### src/rtl/hbc_pkg.sv
package hbc_pkg;
  typedef enum logic [2:0] {
    ST_OFF      = 3'd0,
    ST_DEAD_DRV = 3'd1,
    ST_DRIVE    = 3'd2,
    ST_DEAD_BRK = 3'd3,
    ST_BRAKE    = 3'd4
  } hbcState_e;

  // control -> datapath
  typedef struct packed {
    logic deadLoad;
    logic offArm;
    logic offClear;
  } hbcStrobe_t;

  // datapath -> control
  typedef struct packed {
    logic deadDone;
    logic offDone;
  } hbcStatus_t;

  typedef struct packed {
    logic hi1;
    logic lo1;
    logic hi2;
    logic lo2;
  } gateCmd_t;
endpackage

### src/rtl/hbc_datapath.sv
module hbc_datapath
  import hbc_pkg::*;
#(
  parameter int DEAD_CYCLES = 20,
  parameter int OFF_CLKS    = 2,
  parameter int SYNC_STAGES = 2
) (
  input  logic       clk,
  input  logic       rstN,
  input  logic       chopClk,
  input  hbcStrobe_t strobe,
  output hbcStatus_t status
);
  localparam int DW = $clog2(DEAD_CYCLES + 1);
  localparam int OW = $clog2(OFF_CLKS + 2);
  localparam logic [DW-1:0] DEAD_START = DW'(DEAD_CYCLES - 1);
  localparam logic [OW-1:0] OFF_LAST   = OW'(OFF_CLKS + 1);

  logic [SYNC_STAGES-1:0] syncQ;
  logic chopPrev;
  logic chopEdge;

  generate
    if (SYNC_STAGES == 1) begin : g_sync1
      always_ff @(posedge clk) begin
        if (!rstN) syncQ <= '0;
        else       syncQ <= chopClk;
      end
    end else begin : g_syncN
      always_ff @(posedge clk) begin
        if (!rstN) syncQ <= '0;
        else       syncQ <= {syncQ[SYNC_STAGES-2:0], chopClk};
      end
    end
  endgenerate

  always_ff @(posedge clk) begin
    if (!rstN) chopPrev <= 1'b0;
    else       chopPrev <= syncQ[SYNC_STAGES-1];
  end

  assign chopEdge = syncQ[SYNC_STAGES-1] & ~chopPrev;

  // dead-time down counter
  logic [DW-1:0] deadCnt;
  always_ff @(posedge clk) begin
    if (!rstN)                deadCnt <= '0;
    else if (strobe.deadLoad) deadCnt <= DEAD_START;
    else if (deadCnt != '0)   deadCnt <= deadCnt - 1'b1;
  end

  // off timer: counts chopper edges after a trip
  logic          offRunning;
  logic [OW-1:0] offEdges;
  always_ff @(posedge clk) begin
    if (!rstN) begin
      offRunning <= 1'b0;
      offEdges   <= '0;
    end else if (strobe.offArm) begin
      offRunning <= 1'b1;
      offEdges   <= '0;
    end else if (strobe.offClear) begin
      offRunning <= 1'b0;
      offEdges   <= '0;
    end else if (offRunning && chopEdge && offEdges != OFF_LAST) begin
      offEdges <= offEdges + 1'b1;
    end
  end

  assign status.deadDone = (deadCnt == '0);
  assign status.offDone  = offRunning && (offEdges == OFF_LAST);
endmodule

### src/rtl/hbc_control.sv
module hbc_control
  import hbc_pkg::*;
(
  input  logic       clk,
  input  logic       rstN,
  input  logic       chanEn,
  input  logic       dirIn,
  input  logic       limitTrip,
  input  logic       thermalOff,
  input  hbcStatus_t status,
  output hbcStrobe_t strobe,
  output gateCmd_t   gates
);
  hbcState_e state, nextState;
  logic curDir;

  always_comb begin
    nextState = state;
    if (!chanEn || thermalOff) begin
      nextState = ST_OFF;
    end else begin
      case (state)
        ST_OFF:      nextState = ST_DEAD_DRV;
        ST_DEAD_DRV: if (status.deadDone) nextState = ST_DRIVE;
        ST_DRIVE: begin
          if (limitTrip)           nextState = ST_DEAD_BRK;
          else if (dirIn != curDir) nextState = ST_DEAD_DRV;
        end
        ST_DEAD_BRK: if (status.deadDone) nextState = ST_BRAKE;
        ST_BRAKE:    if (status.offDone)  nextState = ST_DEAD_DRV;
        default:     nextState = ST_OFF;
      endcase
    end
  end

  always_comb begin
    strobe.deadLoad = (nextState == ST_DEAD_DRV || nextState == ST_DEAD_BRK)
                      && (nextState != state);
    strobe.offArm   = (state == ST_DRIVE) && (nextState == ST_DEAD_BRK);
    strobe.offClear = !(nextState == ST_DEAD_BRK || nextState == ST_BRAKE);
  end

  always_ff @(posedge clk) begin
    if (!rstN) begin
      state  <= ST_OFF;
      curDir <= 1'b0;
    end else begin
      state <= nextState;
      if (nextState == ST_DRIVE && state != ST_DRIVE) curDir <= dirIn;
    end
  end

  always_comb begin
    gates = '0;
    case (state)
      ST_DRIVE: begin
        if (curDir) begin
          gates.hi1 = 1'b1;
          gates.lo2 = 1'b1;
        end else begin
          gates.lo1 = 1'b1;
          gates.hi2 = 1'b1;
        end
      end
      ST_BRAKE: begin
        gates.lo1 = 1'b1;
        gates.lo2 = 1'b1;
      end
      default: gates = '0;
    endcase
  end
endmodule

### src/rtl/hbridge_chopper.sv
module hbridge_chopper
  import hbc_pkg::*;
#(
  parameter int DEAD_CYCLES = 20,
  parameter int OFF_CLKS    = 2,
  parameter int SYNC_STAGES = 2
) (
  input  logic clk,
  input  logic rstN,
  input  logic chanEn,
  input  logic peerEn,
  input  logic dirIn,
  input  logic limitTrip,
  input  logic chopClk,
  input  logic thermalOff,
  output logic hiOut1,
  output logic loOut1,
  output logic hiOut2,
  output logic loOut2,
  output logic standby
);
  hbcStrobe_t strobe;
  hbcStatus_t status;
  gateCmd_t   gates;

  hbc_control ctrl_i (
    .clk       (clk),
    .rstN      (rstN),
    .chanEn    (chanEn),
    .dirIn     (dirIn),
    .limitTrip (limitTrip),
    .thermalOff(thermalOff),
    .status    (status),
    .strobe    (strobe),
    .gates     (gates)
  );

  hbc_datapath #(
    .DEAD_CYCLES(DEAD_CYCLES),
    .OFF_CLKS   (OFF_CLKS),
    .SYNC_STAGES(SYNC_STAGES)
  ) dp_i (
    .clk    (clk),
    .rstN   (rstN),
    .chopClk(chopClk),
    .strobe (strobe),
    .status (status)
  );

  assign hiOut1  = gates.hi1;
  assign loOut1  = gates.lo1;
  assign hiOut2  = gates.hi2;
  assign loOut2  = gates.lo2;
  assign standby = ~chanEn & ~peerEn;
endmodule

### config.mk
export PLATFORM = sky130hd
export DESIGN_NAME = hbridge_chopper
export DESIGN_NICKNAME = d
export VERILOG_FILES = /design/src/rtl/hbc_pkg.sv /design/src/rtl/hbc_datapath.sv /design/src/rtl/hbc_control.sv /design/src/rtl/hbridge_chopper.sv
export SDC_FILE = /design/constraint.sdc
export NUM_CORES = 1
export LEC_CHECK = 0
export ABC_AREA = 0
export BUFFER_PORTS_ARGS = -buffer_cell sky130_fd_sc_hd__buf_2
export CORE_MARGIN = 3
export CORE_UTILIZATION = 50
export DETAILED_ROUTE_END_ITERATION = 7
export PLACE_DENSITY = 0.73
export SLEW_MARGIN = 40
export SYNTH_ARGS = -nofsm -noshare
export SYNTH_HDL_FRONTEND = slang
export SYNTH_SLANG_ARGS = --single-unit
### constraint.sdc
create_clock -name clk -period 2.22 [get_ports clk]
set_input_delay 0.444 -clock clk [delete_from_list [all_inputs] [get_ports clk]]
set_output_delay 0.444 -clock clk [all_outputs]
set_load 0.05 [all_outputs]
Word level (Yosys, flattened, before mapping)
Cells that the tools add are included.
{"block": "classes", "addsub": 2, "eq_ne": 14, "mux": 17, "bitwise_logic": 7, "n_reduce_logical": 16}
{"cell": "$mux 3", "count": 6}
{"cell": "$pmux 3 s5", "count": 1}
{"cell": "$eq 3x2->1 const B", "count": 4}
{"cell": "$mux 5", "count": 2}
{"cell": "$eq 3x1->1 const B", "count": 2}
{"cell": "$eq 3x3->1 const B", "count": 2}
{"cell": "$logic_and 1x1->1", "count": 6}
{"cell": "$logic_not 5->1", "count": 1}
{"cell": "$mux 1", "count": 5}
{"cell": "$not 1->1", "count": 5}
{"cell": "$reduce_bool 5->1", "count": 1}
{"cell": "$sub 5x1->5 const B", "count": 1}
{"cell": "$pmux 1 s2", "count": 2}
{"cell": "$logic_not 3->1", "count": 1}
{"cell": "$logic_or 1x1->1", "count": 3}
{"cell": "$ne 3x2->1 const B", "count": 1}
{"cell": "$ne 3x3->1", "count": 1}
{"cell": "$reduce_or 3->1", "count": 1}
{"cell": "$add 2x1->2 const B", "count": 1}
{"cell": "$and 1x1->1", "count": 2}
{"cell": "$eq 2x2->1 const B", "count": 1}
{"cell": "$mux 2", "count": 1}
{"cell": "$ne 2x1->1 const B", "count": 1}
{"cell": "$ne 2x2->1 const B", "count": 1}
{"cell": "other kinds (4)", "count": 4}
{"block": "word_totals", "register_bits": 15, "inputBits": 8, "output_inout_bits": 5}

Longest topological paths before layout
{"block": "logic_depth", "word_depth": 9, "depth_mapped": 7}

Cells and area by module
A second synthesis with hierarchy kept.
{"block": "hier_totals", "cells_unflattened": 92, "area_unflattened_um2": 848.3}
{"mod": "hbc_datapath", "instances": 1, "cells_per_inst": 45, "area_each_um2": 450.4, "seq_area_each_um2": 220.2}
{"mod": "hbc_control", "instances": 1, "cells_per_inst": 46, "area_each_um2": 394.1, "seq_area_each_um2": 80.1}
{"mod": "hbridge_chopper", "instances": 1, "cells_per_inst": 1, "area_each_um2": 3.8, "seq_area_each_um2": 0.0}

Least setup slack after synthesis
Ideal clock, no wire load.
{"block": "synth_path", "path_kind": "register to output", "from": "reg ctrl_i.state[0]", "to": "out hiOut2", "arrival_time_ns": 1.515, "slack_ns": 0.261, "stages_incl_launch_ff": 4, "n_path_buf": 1, "path_cell_list": "dfxtp_1 > clkbuf_1 > nor3b_1 > nor2b_1"}
{"block": "synth_between", "elab_chain_len": 2}
{"element": "start, declared", "line": "hbc_control.sv:14", "rtl": "hbcState_e state, nextState;"}
{"element": "start signal, assigned", "line": "hbc_control.sv:48", "rtl": "state <= nextState;"}
{"element": "$eq 3x2->1", "line": "hbc_control.sv:55", "rtl": "case (state)"}
{"element": "$mux 1", "line": "hbc_control.sv:55"}
{"element": "end, declared", "line": "hbridge_chopper.sv:18", "rtl": "output logic hiOut2,"}
Every way passes these cells.

Worst setup path after layout
{"block": "layout_path", "from": "reg ctrl_i.state[1]", "to": "out hiOut2"}
Same word-level chain as after synthesis.

==> results.yml <==
outcome:
  status: "finished, final reports clean"
setup_path:
  reg2reg_to: "dp_i.offRunning"
  critical-path-max-stage-delay_ns: 0.51
  r2r_start: "dp_i.deadCnt[0]"
  r2r_cells: 6
  reg2reg_slack_ns: 0.38
  crit_path_end_kind: "output pin"
  crit_slowest_cell: "dfxtp_1"
  path_cells: "nor3b_1, nor2b_1, buf_2"
  critical_path_buf_inv_count: 1
  crit_family: "simple AND/OR/NAND/NOR gates"
  critPathRequiredTime_ns: 1.78
  critPathKind: "register to output pin"
  critPathLaunchType: "register"
  arrival_ns: 1.61
  cp_max_fo: 9
cells_and_area:
  area_growth_pct: 11.5
  drive_above_1_share: 0.175
  fin_nets: 115
  n_antenna_cell: 0
pwr:
  p_switching_uw: 293
  comb_power_share: 0.369
  clockPowerShare: 0.192
  cellPowerDensity_nw_per_um2: 939
  internal_power_uw: 539
  seqPwrFrac: 0.439
  p_leak_uw: 0.000361
  ir_drop_v: 0.000781
  power_uw: 832
  sw_frac_of_total: 0.352
yosys:
  yosysTopAreaCell: "dfxtp_1"
  avgSynthCellArea_um2: 8.73
  seq_area_frac_synth: 0.378
  async_flop_share: 0
  synth_ff_type: "dfxtp_1"
  synth_nets: 102
  ys_types: 29
  synth_top_area_share: 0.378
  synthCells: 91
  synth_area_leaders: "dfxtp_1 38%, xnor2_1 5.5%, and2_1 4.7%, ha_1 4.7%, nor2b_1 3.9%"
  yosysWarnings: 0
  synth-seq-cells: 15
  synth_commonest_cells: "15 x dfxtp_1, 8 x nand2_1, 6 x and2_1, 6 x nor2_1"
  syn_area_um2: 795
  synth_enable_flop_cells: 0
  synth_most_common_cell: "dfxtp_1"
cts:
  cts-htree-levels: 1
  cts_sinks: 15
  ctsHoldBuffers: 0
  clk_latency_ns: 0.28
  clock_path_buffers: 2
  cts_setup_buffers: 0
  clkTransAtPathRegs_ns: 0.10
  root_buffer: "clkbuf_4"
  cts_buffers: 3
  cts_tree: "done"
  cts.repair.resized: 0
timing:
  tightest_slew_ns: 0.627
  hold_violations: 0
  clock_skew_ns: 0.00431
  rsz0062_at_grt: "false"
  post-route-min-period_ns: 2.06
  setup_viol: 0
  period_share: 0.926
  timing.fmax_mhz: 486
  drv_slew: 0
  tns_ns: 0
  maxSlewHeadroom: 0.576
route:
  dr.pass1.iters: 4
  via_per_inst: 5.47
  drt_iter0_drc: 7
  vias: 646
  wl_per_cell_um: 11.4
  wl_um: 1350
  drc: 0
  drtAntennaViolNets: 0
global_routing:
  grt_antenna_before_repair: 0
  grtUsageTotal: 0.150
  grt_pass1_wl_um: 2330
  grt_start_max_net_pins: 11
  overflow: 0
  grt_pass1_vias: 562
min_path:
  hold_depth: 2
  whs_endpoint: "dp_i.syncQ[0]"
  hold_start: "chopClk"
  min-delay-path-class: "input port to register"
floorplanning:
  ios: 13
  die_h_um: 45.9
  rows: 13
  start_util: 0.568
  die-area_um2: 2100
  die_x_um: 45.9
  fp.coreArea_um2: 1400
flow_run:
  max_cap_viol_count: 0
placement:
  port_buffers: 12
  place_congestion: 0.759
  dp_hpwl_um: 1080
## cell type report
class                   instances  area (µm²)
inverters                       4        15.0
well taps                      15        18.8
fillers                       133         513
clock buffers                   3        22.5
multi-input cells              68         462
repair buffers                 12        60.1
clock inverters                 1        7.51
flip-flops and latches         15         300
## flip-flops by register name, summed over array words and instances, names as in the netlist
signal           cells
dp_i.deadCnt         5
ctrl_i.state         3
dp_i.offEdges        2
dp_i.syncQ           2
ctrl_i.curDir        1
dp_i.chopPrev        1
dp_i.offRunning      1
## per-layer routing
| layer | GRT usage | vias to the layer above | routed length (µm) |
|---|---|---|---|
| met3 | 0.0356 | 2 | 45 |
| li1 | - | 340 | - |
| met1 | 0.208 | 295 | 687 |
| met4 | 0.0511 | 0 | 10 |
| met2 | 0.225 | 9 | 607 |
| met5 | 0 | - | 0 |
## cells in the final DEF, fill, tap and decap left out, types with 2 or more instances in the layout
| cell | instances |
|---|---|
| dfxtp_1 | 15 |
| buf_2 | 12 |
| nand2_1 | 8 |
| and2_1 | 6 |
| nor2_1 | 6 |
| nor2b_1 | 5 |
| a21oi_1 | 5 |
| nor3_1 | 5 |
| xnor2_1 | 5 |
| inv_1 | 4 |
| nand2b_1 | 3 |
| o21a_1 | 3 |
| ha_1 | 3 |
| clkbuf_4 | 3 |
| nor3b_1 | 2 |
| nand3_1 | 2 |
| nor4b_1 | 2 |
| mux2i_1 | 2 |
## kinds of logic after synthesis
kind of cell,count (synthesis),share of synthesized area
fa+ha+maj,3,0.0472
mux,2,0.0252
compound gates,15,0.150
flops,15,0.378
buf+inv,8,0.0409
xor+xnor,6,0.0661
simple gates,42,0.293
## stage by stage
step	instance area (µm²)	setup WS (ns)	std cells	utilization	hold slack [ns]
detailed placement	856	0.404	114	0.612	0.431
global route	886	0.0486	118	0.633	0.351
floorplan	795	0.261	91	-	0.412
global placement	856	0.444	114	0.612	0.416
finish	886	0.163	118	0.633	0.361
CTS	886	0.165	118	0.633	0.356
## how the worst max path moves through the flow
stage,start,to,slack [ns],cells after the start
3_5_place_dp,dp_i.deadCnt[0],dp_i.offRunning,0.40,6
4_1_cts,ctrl_i.state[1],hiOut2,0.17,3
5_1_grt,ctrl_i.state[1],hiOut2,0.05,3
3_3_place_gp,dp_i.deadCnt[0],dp_i.offRunning,0.44,6
6_report,ctrl_i.state[1],hiOut2,0.16,3
2_1_floorplan,ctrl_i.state[0],hiOut2,0.26,3
## power groups by stage
stage	clock, µW	sequential, µW	combinational [µW]
6_report	160	365	307
5_1_grt	185	369	343
4_1_cts	166	363	309
3_5_place_dp	0	369	307
3_3_place_gp	0	368	302
2_1_floorplan	0	358	277
Note: power is estimated with default switching activity, not from simulation.
